### src/rtl/pdm_rx_pkg.sv
package pdm_rx_pkg;
  localparam int DEC_RATIO    = 64;
  localparam int DEC_BITS     = 6;
  localparam int CIC_ORDER    = 3;
  localparam int GAIN_BITS    = CIC_ORDER * DEC_BITS;
  localparam int ACC_W        = GAIN_BITS + 1;
  localparam int FILL_OUTPUTS = 3;
endpackage

### src/rtl/pdm_clk_gen.sv
module pdm_clk_gen #(
  parameter int HALF_DIV = 2
) (
  input  logic clk,
  input  logic rst,
  input  logic en,
  output logic mic_clk,
  output logic smp_stb,
  output logic smp_high
);
  localparam int CW = (HALF_DIV > 1) ? $clog2(HALF_DIV) : 1;

  logic [CW-1:0] cnt;
  logic          level;
  logic          phase_end;

  assign phase_end = (cnt == CW'(HALF_DIV - 1));

  always_ff @(posedge clk) begin
    if (rst || !en) begin
      cnt   <= '0;
      level <= 1'b0;
    end else if (phase_end) begin
      cnt   <= '0;
      level <= ~level;
    end else begin
      cnt <= cnt + 1'b1;
    end
  end

  assign mic_clk  = level;
  assign smp_stb  = en && phase_end;
  assign smp_high = level;
endmodule

### src/rtl/pdm_cic.sv
module pdm_cic
  import pdm_rx_pkg::*;
(
  input  logic             clk,
  input  logic             clr,
  input  logic             in_stb,
  input  logic             bit_in,
  input  logic             dec_stb,
  output logic [ACC_W-1:0] acc_out
);
  logic [ACC_W-1:0] integ [CIC_ORDER];
  logic [ACC_W-1:0] dly   [CIC_ORDER];
  logic [ACC_W-1:0] stage [CIC_ORDER+1];

  always_comb begin
    stage[0] = integ[CIC_ORDER-1];
    for (int k = 0; k < CIC_ORDER; k++) begin
      stage[k+1] = stage[k] - dly[k];
    end
  end

  always_ff @(posedge clk) begin
    if (clr) begin
      for (int k = 0; k < CIC_ORDER; k++) begin
        integ[k] <= '0;
        dly[k]   <= '0;
      end
      acc_out <= '0;
    end else begin
      if (in_stb) begin
        integ[0] <= integ[0] + ACC_W'(bit_in);
        for (int k = 1; k < CIC_ORDER; k++) begin
          integ[k] <= integ[k] + integ[k-1];
        end
      end
      if (dec_stb) begin
        for (int k = 0; k < CIC_ORDER; k++) begin
          dly[k] <= stage[k];
        end
        acc_out <= stage[CIC_ORDER];
      end
    end
  end

  assert_dec_on_sample_R7: assert property (@(posedge clk) disable iff (clr)
    dec_stb |-> in_stb);
endmodule

### src/rtl/pdm_stereo_rx.sv
module pdm_stereo_rx
  import pdm_rx_pkg::*;
#(
  parameter int HALF_DIV = 2,
  parameter int OUT_W    = 16
) (
  input  logic                    clk,
  input  logic                    rst,
  input  logic                    en,
  input  logic                    pol_hi_left,
  input  logic                    pdm_in,
  output logic                    mic_clk,
  output logic                    out_valid,
  output logic signed [OUT_W-1:0] left_pcm,
  output logic signed [OUT_W-1:0] right_pcm
);
  localparam int SHIFT = GAIN_BITS - OUT_W;
  localparam logic signed [ACC_W:0] MID  = (ACC_W+1)'(1) << (GAIN_BITS - 1);
  localparam logic signed [ACC_W:0] TOPV = (ACC_W+1)'((1 << (OUT_W - 1)) - 1);

  logic                smp_stb, smp_high;
  logic                hi_bit;
  logic                pair_v;
  logic [1:0]          ch_bit;
  logic [DEC_BITS-1:0] dcnt;
  logic                dec_stb;
  logic [1:0]          fill;
  logic                take;
  logic                clr;
  logic [ACC_W-1:0]    acc [2];

  function automatic logic signed [OUT_W-1:0] to_pcm(input logic [ACC_W-1:0] a);
    logic signed [ACC_W:0] c;
    logic signed [ACC_W:0] s;
    c = $signed({1'b0, a}) - MID;
    s = c >>> SHIFT;
    if (s > TOPV) return TOPV[OUT_W-1:0];
    return s[OUT_W-1:0];
  endfunction

  assign clr = rst || !en;

  pdm_clk_gen #(.HALF_DIV(HALF_DIV)) u_clk (
    .clk(clk), .rst(rst), .en(en),
    .mic_clk(mic_clk), .smp_stb(smp_stb), .smp_high(smp_high)
  );

  always_ff @(posedge clk) begin
    if (clr) begin
      hi_bit <= 1'b0;
      pair_v <= 1'b0;
      ch_bit <= '0;
    end else begin
      pair_v <= 1'b0;
      if (smp_stb && smp_high) hi_bit <= pdm_in;
      if (smp_stb && !smp_high) begin
        pair_v    <= 1'b1;
        ch_bit[0] <= pol_hi_left ? hi_bit : pdm_in;
        ch_bit[1] <= pol_hi_left ? pdm_in : hi_bit;
      end
    end
  end

  assign dec_stb = pair_v && (dcnt == '1);

  always_ff @(posedge clk) begin
    if (clr) begin
      dcnt <= '0;
      fill <= '0;
      take <= 1'b0;
    end else begin
      if (pair_v) dcnt <= dcnt + 1'b1;
      if (dec_stb && fill != 2'(FILL_OUTPUTS)) fill <= fill + 1'b1;
      take <= dec_stb && (fill == 2'(FILL_OUTPUTS));
    end
  end

  for (genvar g = 0; g < 2; g++) begin : g_ch
    pdm_cic u_cic (
      .clk(clk), .clr(clr), .in_stb(pair_v), .bit_in(ch_bit[g]),
      .dec_stb(dec_stb), .acc_out(acc[g])
    );
  end

  always_ff @(posedge clk) begin
    if (clr) begin
      out_valid <= 1'b0;
      left_pcm  <= '0;
      right_pcm <= '0;
    end else begin
      out_valid <= take;
      if (take) begin
        left_pcm  <= to_pcm(acc[0]);
        right_pcm <= to_pcm(acc[1]);
      end
    end
  end

  assert_clk_low_off_R2: assert property (@(posedge clk) disable iff (rst)
    !en |=> !mic_clk);
  assert_quiet_off_R9: assert property (@(posedge clk) disable iff (rst)
    !en |=> !out_valid);
  assert_valid_pulse_R7: assert property (@(posedge clk) disable iff (rst)
    out_valid |=> !out_valid);
  assert_pair_after_low_R1: assert property (@(posedge clk) disable iff (rst)
    pair_v |-> mic_clk);
endmodule

### config.mk
export PLATFORM = sky130hd
export DESIGN_NAME = pdm_stereo_rx
export DESIGN_NICKNAME = d
export VERILOG_FILES = /design/src/rtl/pdm_rx_pkg.sv /design/src/rtl/pdm_clk_gen.sv /design/src/rtl/pdm_cic.sv /design/src/rtl/pdm_stereo_rx.sv
export SDC_FILE = /design/constraint.sdc
export NUM_CORES = 1
export LEC_CHECK = 0
export ABC_AREA = 1
export BUFFER_PORTS_ARGS = -buffer_cell sky130_fd_sc_hd__buf_2
export CORE_MARGIN = 1.5
export CORE_UTILIZATION = 64
export DETAILED_ROUTE_END_ITERATION = 10
export PLACE_DENSITY = 0.82
export SLEW_MARGIN = 40
export SYNTH_ARGS = -nofsm -noshare
export SYNTH_HDL_FRONTEND = slang
export SYNTH_SLANG_ARGS = --single-unit
### constraint.sdc
create_clock -name clk -period 13.94 [get_ports clk]
set_input_delay 3.485 -clock clk [delete_from_list [all_inputs] [get_ports clk]]
set_output_delay 3.485 -clock clk [all_outputs]
set_load 0.005 [all_outputs]
==> flow_summary.yaml <==
outcome:
  status: "complete, no violations"
timing:
  slew_headroom_pct: 46.4
  fin_crit_ns: 5.81
  worst_pin_slew_ns: 0.805
  setup_viol_count_final: 0
  fin_worst_skew_ns: 0.0118
  rsz0062_at_grt: "no"
  fin_ws_ns: 8.13
  period_share_pct: 41.7
  timing.fmax_mhz: 172
  setup-tns-final_ns: 0
  finalHoldViolations: 0
  slew_viol_final: 0
setup_path:
  slowest_delay_ns: 0.64
  rr_worst_depth: 27
  required_ns: 14.33
  slowest_stage: "buf_4"
  criticalPathCategory: "primary input to flip-flop"
  r2r_end: "g_ch[0].u_cic.acc_out[17]$_SDFFE_PP0P_"
  rr_startpoint: "g_ch[0].u_cic.integ[0][40]$_SDFFCE_PN0P_"
  critPathBufInv: 7
  startpoint_type: "primary input"
  cp.arrival_ns: 6.20
  cp_common_cell: "buf_4"
  rrSetupSlack_ns: 8.63
  cp-end-kind: "flip-flop"
  crit_path_max_fanout: 83
  crit_family: "buffers and inverters"
  crit_path_cell_trace: "buf_2 -> inv_2 -> nor2_2 -> buf_4 -> inv_2 -> nor2_4 -> buf_4 -> inv_1 -> buf_4 -> a21oi_1 -> o21a_1"
synth:
  yosysTopAreaCell: "edfxtp_1"
  synth_top_area_share_pct: 33.1
  yosys_warnings: 0
  synth-seq-cells: 310
  synth_flop_cell: "edfxtp_1"
  syn_nets: 2764
  yosys-top-cells-area: "edfxtp_1 (33%), ha_1 (11%), inv_1 (8.5%)"
  synth_area_sq_um: 20700
  async_reset_ff_share_pct: 0
  synth_cell_types: 51
  syn_area_per_cell_sq_um: 8.07
  netlist_instances: 2563
  yosysSeqAreaShare_pct: 41.1
  synth_edf_count: 228
place:
  dpl.hpwl_um: 31600
  post-place-ws_ns: 7.63
  place_congestion: 0.902
  io_buffers: 38
  dp.cells: 2968
drt:
  vias_per_cell: 5.69
  firstDrtPassIters: 5
  drt_iter0_drc: 1194
  vias: 17200
  ant_nets: 0
  wl_per_cell_um: 14.4
  wl_um: 43700
  drc_errors: 0
finish:
  final_cells: 3032
  diodes: 0
  syn2layout_area_growth_pct: 8.60
  layout_common_cells: "inv_1 (466), nand2_1 (362), a21oi_1 (290)"
  nets: 2805
  finish.utilization_pct: 71.0
  final_common_cell: "inv_1"
  drive_above_1_share_pct: 5.51
min_path:
  min-delay-path-class: "flip-flop to flip-flop"
  hold_depth: 2
  hp-start: "g_ch[0].u_cic.acc_out[18]$_SDFFE_PP0P_"
  min_to: "g_ch[0].u_cic.acc_out[18]$_SDFFE_PP0P_"
power:
  power.density_nw_per_um2: 130
  vdd_drop_max_v: 0.0000990
  power_leakage_uw: 0.0100
cts:
  cts_hold_buf: 0
  cts_inserted_buffers: 35
  root_buffer: "clkbuf_16"
  cts_resized: 0
  cts_setup_buffers: 0
  cts_tree: "yes"
  htree_levels: 2
  cts.sinks: 310
  cts_buffer_depth: 3
  clk_pin_slew_worst_paths_ns: 0.06
  clkLatencyLatePin_ns: 0.52
floorplanning:
  rows: 65
  core_sq_um: 31600
  die-area_sq_um: 33400
  start_util_pct: 65.3
  die_h_um: 183
  io_pins: 39
  die_w_um: 183
global_route:
  grt_overflow: 0
  grt_max_degree: 105
  grt_pass1_wl_um: 73100
  use_met2_pct: 46.3
  grtUsageMet3_pct: 3.61
  use_met1_pct: 32.1
  top_usage_layer: "met2"
  antenna_found_initial: 0
  globalRouteTotalUtil_pct: 26.2
  first_global_vias: 16600
run:
  cap_violations: 0
through the flow:
| step | instance area (sq um) | power [uW] | hold WS (ns) |
|---|---|---|---|
| final | 22400 | 2910 | 0.450 |
| after global routing | 22400 | 3090 | 0.487 |
| after CTS | 22400 | 2910 | 0.453 |
| after detailed placement | 21300 | 1990 | 0.442 |
| after global placement | 21300 | 1950 | 0.447 |
| after floorplan | 20700 | 1800 | 0.426 |
worst reg2reg max path: stages (launching register included):
cell	delay [ns]
edfxtp_1	0.45
ha_1	0.40
nand2_1	0.10
nand2_1	0.08
nand3_1	0.08
nand2_1	0.09
a21oi_1	0.26
inv_1	0.07
a21oi_1	0.25
xnor2_1	0.20
ha_1	0.33
a21oi_1	0.16
o21ai_0	0.12
a21oi_1	0.13
nand2_1	0.15
a21boi_0	0.39
o21ai_1	0.19
xnor2_1	0.28
inv_1	0.08
ha_1	0.36
nand2_1	0.11
nor2_1	0.06
a211oi_1	0.23
nand2_1	0.13
nand2_1	0.11
nand2_1	0.07
o21ai_0	0.18
o21ai_0	0.11
logic make-up (layout without fill, tap and decap cells):
logic type / after synthesis / count (layout) / synth area share (%)
adder cells (fa/ha/maj): 196 / 196 / 12.2
buffers and inverters: 513 / 580 / 9.42
XOR/XNOR: 75 / 75 / 3.18
flip-flops: 310 / 310 / 41.1
AO/OA/AOI/OAI: 653 / 653 / 17.4
AND/OR/NAND/NOR: 816 / 816 / 16.8
worst max path at each step:
stage / start / to / cells past startpoint
after floorplan: en / g_ch[0].u_cic.integ[0][0]$_SDFFCE_PN0P_ / 4
after global placement: en / g_ch[1].u_cic.integ[0][29]$_SDFFCE_PN0P_ / 11
after detailed placement: en / g_ch[0].u_cic.dly[0][18]$_SDFFCE_PN0P_ / 8
after CTS: en / g_ch[0].u_cic.dly[0][13]$_SDFFCE_PN0P_ / 8
after global routing: en / g_ch[1].u_cic.integ[0][29]$_SDFFCE_PN0P_ / 11
final: en / g_ch[1].u_cic.integ[0][29]$_SDFFCE_PN0P_ / 11
synthesized netlist by cell type, types with 16 or more instances:
library cell,count
nand2_1,364
o21bai_1,17
inv_1,467
a21oi_1,290
xnor2_1,32
ha_1,188
edfxtp_1,228
o21ai_0,215
dfxtp_1,82
xor2_1,43
clkbuf_1,26
nand4_1,16
nand3_1,92
nor2_1,259
a31oi_1,37
nor3_1,29
routing by layer:
| metal | up-vias | wire length, um |
|---|---|---|
| li1 | 8751 | - |
| met1 | 7909 | 19100 |
| met2 | 466 | 21000 |
| met3 | 121 | 2130 |
| met4 | 0 | 1420 |
| met5 | - | 0 |
flip-flops by register name, summed over array words and instances (netlist names), 2 cells and up:
| register | cells |
|---|---|
| g_ch.u_cic.integ | 114 |
| left_pcm | 16 |
| dcnt | 6 |
| right_pcm | 16 |
| g_ch.u_cic.dly | 114 |
| ch_bit | 2 |
| fill | 2 |
| g_ch.u_cic.acc_out | 34 |
where the power goes:
group | internal, uW | switching [uW]
combinational | 338 | 617
clock | 542 | 369
sequential | 1020 | 22.7
total | 1900 | 1010
layout make-up:
| cell class | instances | area, sq um |
|---|---|---|
| inverter | 470 | 1770 |
| fill | 2427 | 9190 |
| timing repair buffer | 47 | 269 |
| sequential | 310 | 8490 |
| clock buffer | 50 | 1080 |
| clock inverter | 13 | 72.6 |
| multi-input combinational | 1740 | 10300 |
| tap | 402 | 503 |
Note: power is estimated with default switching activity, not from simulation.
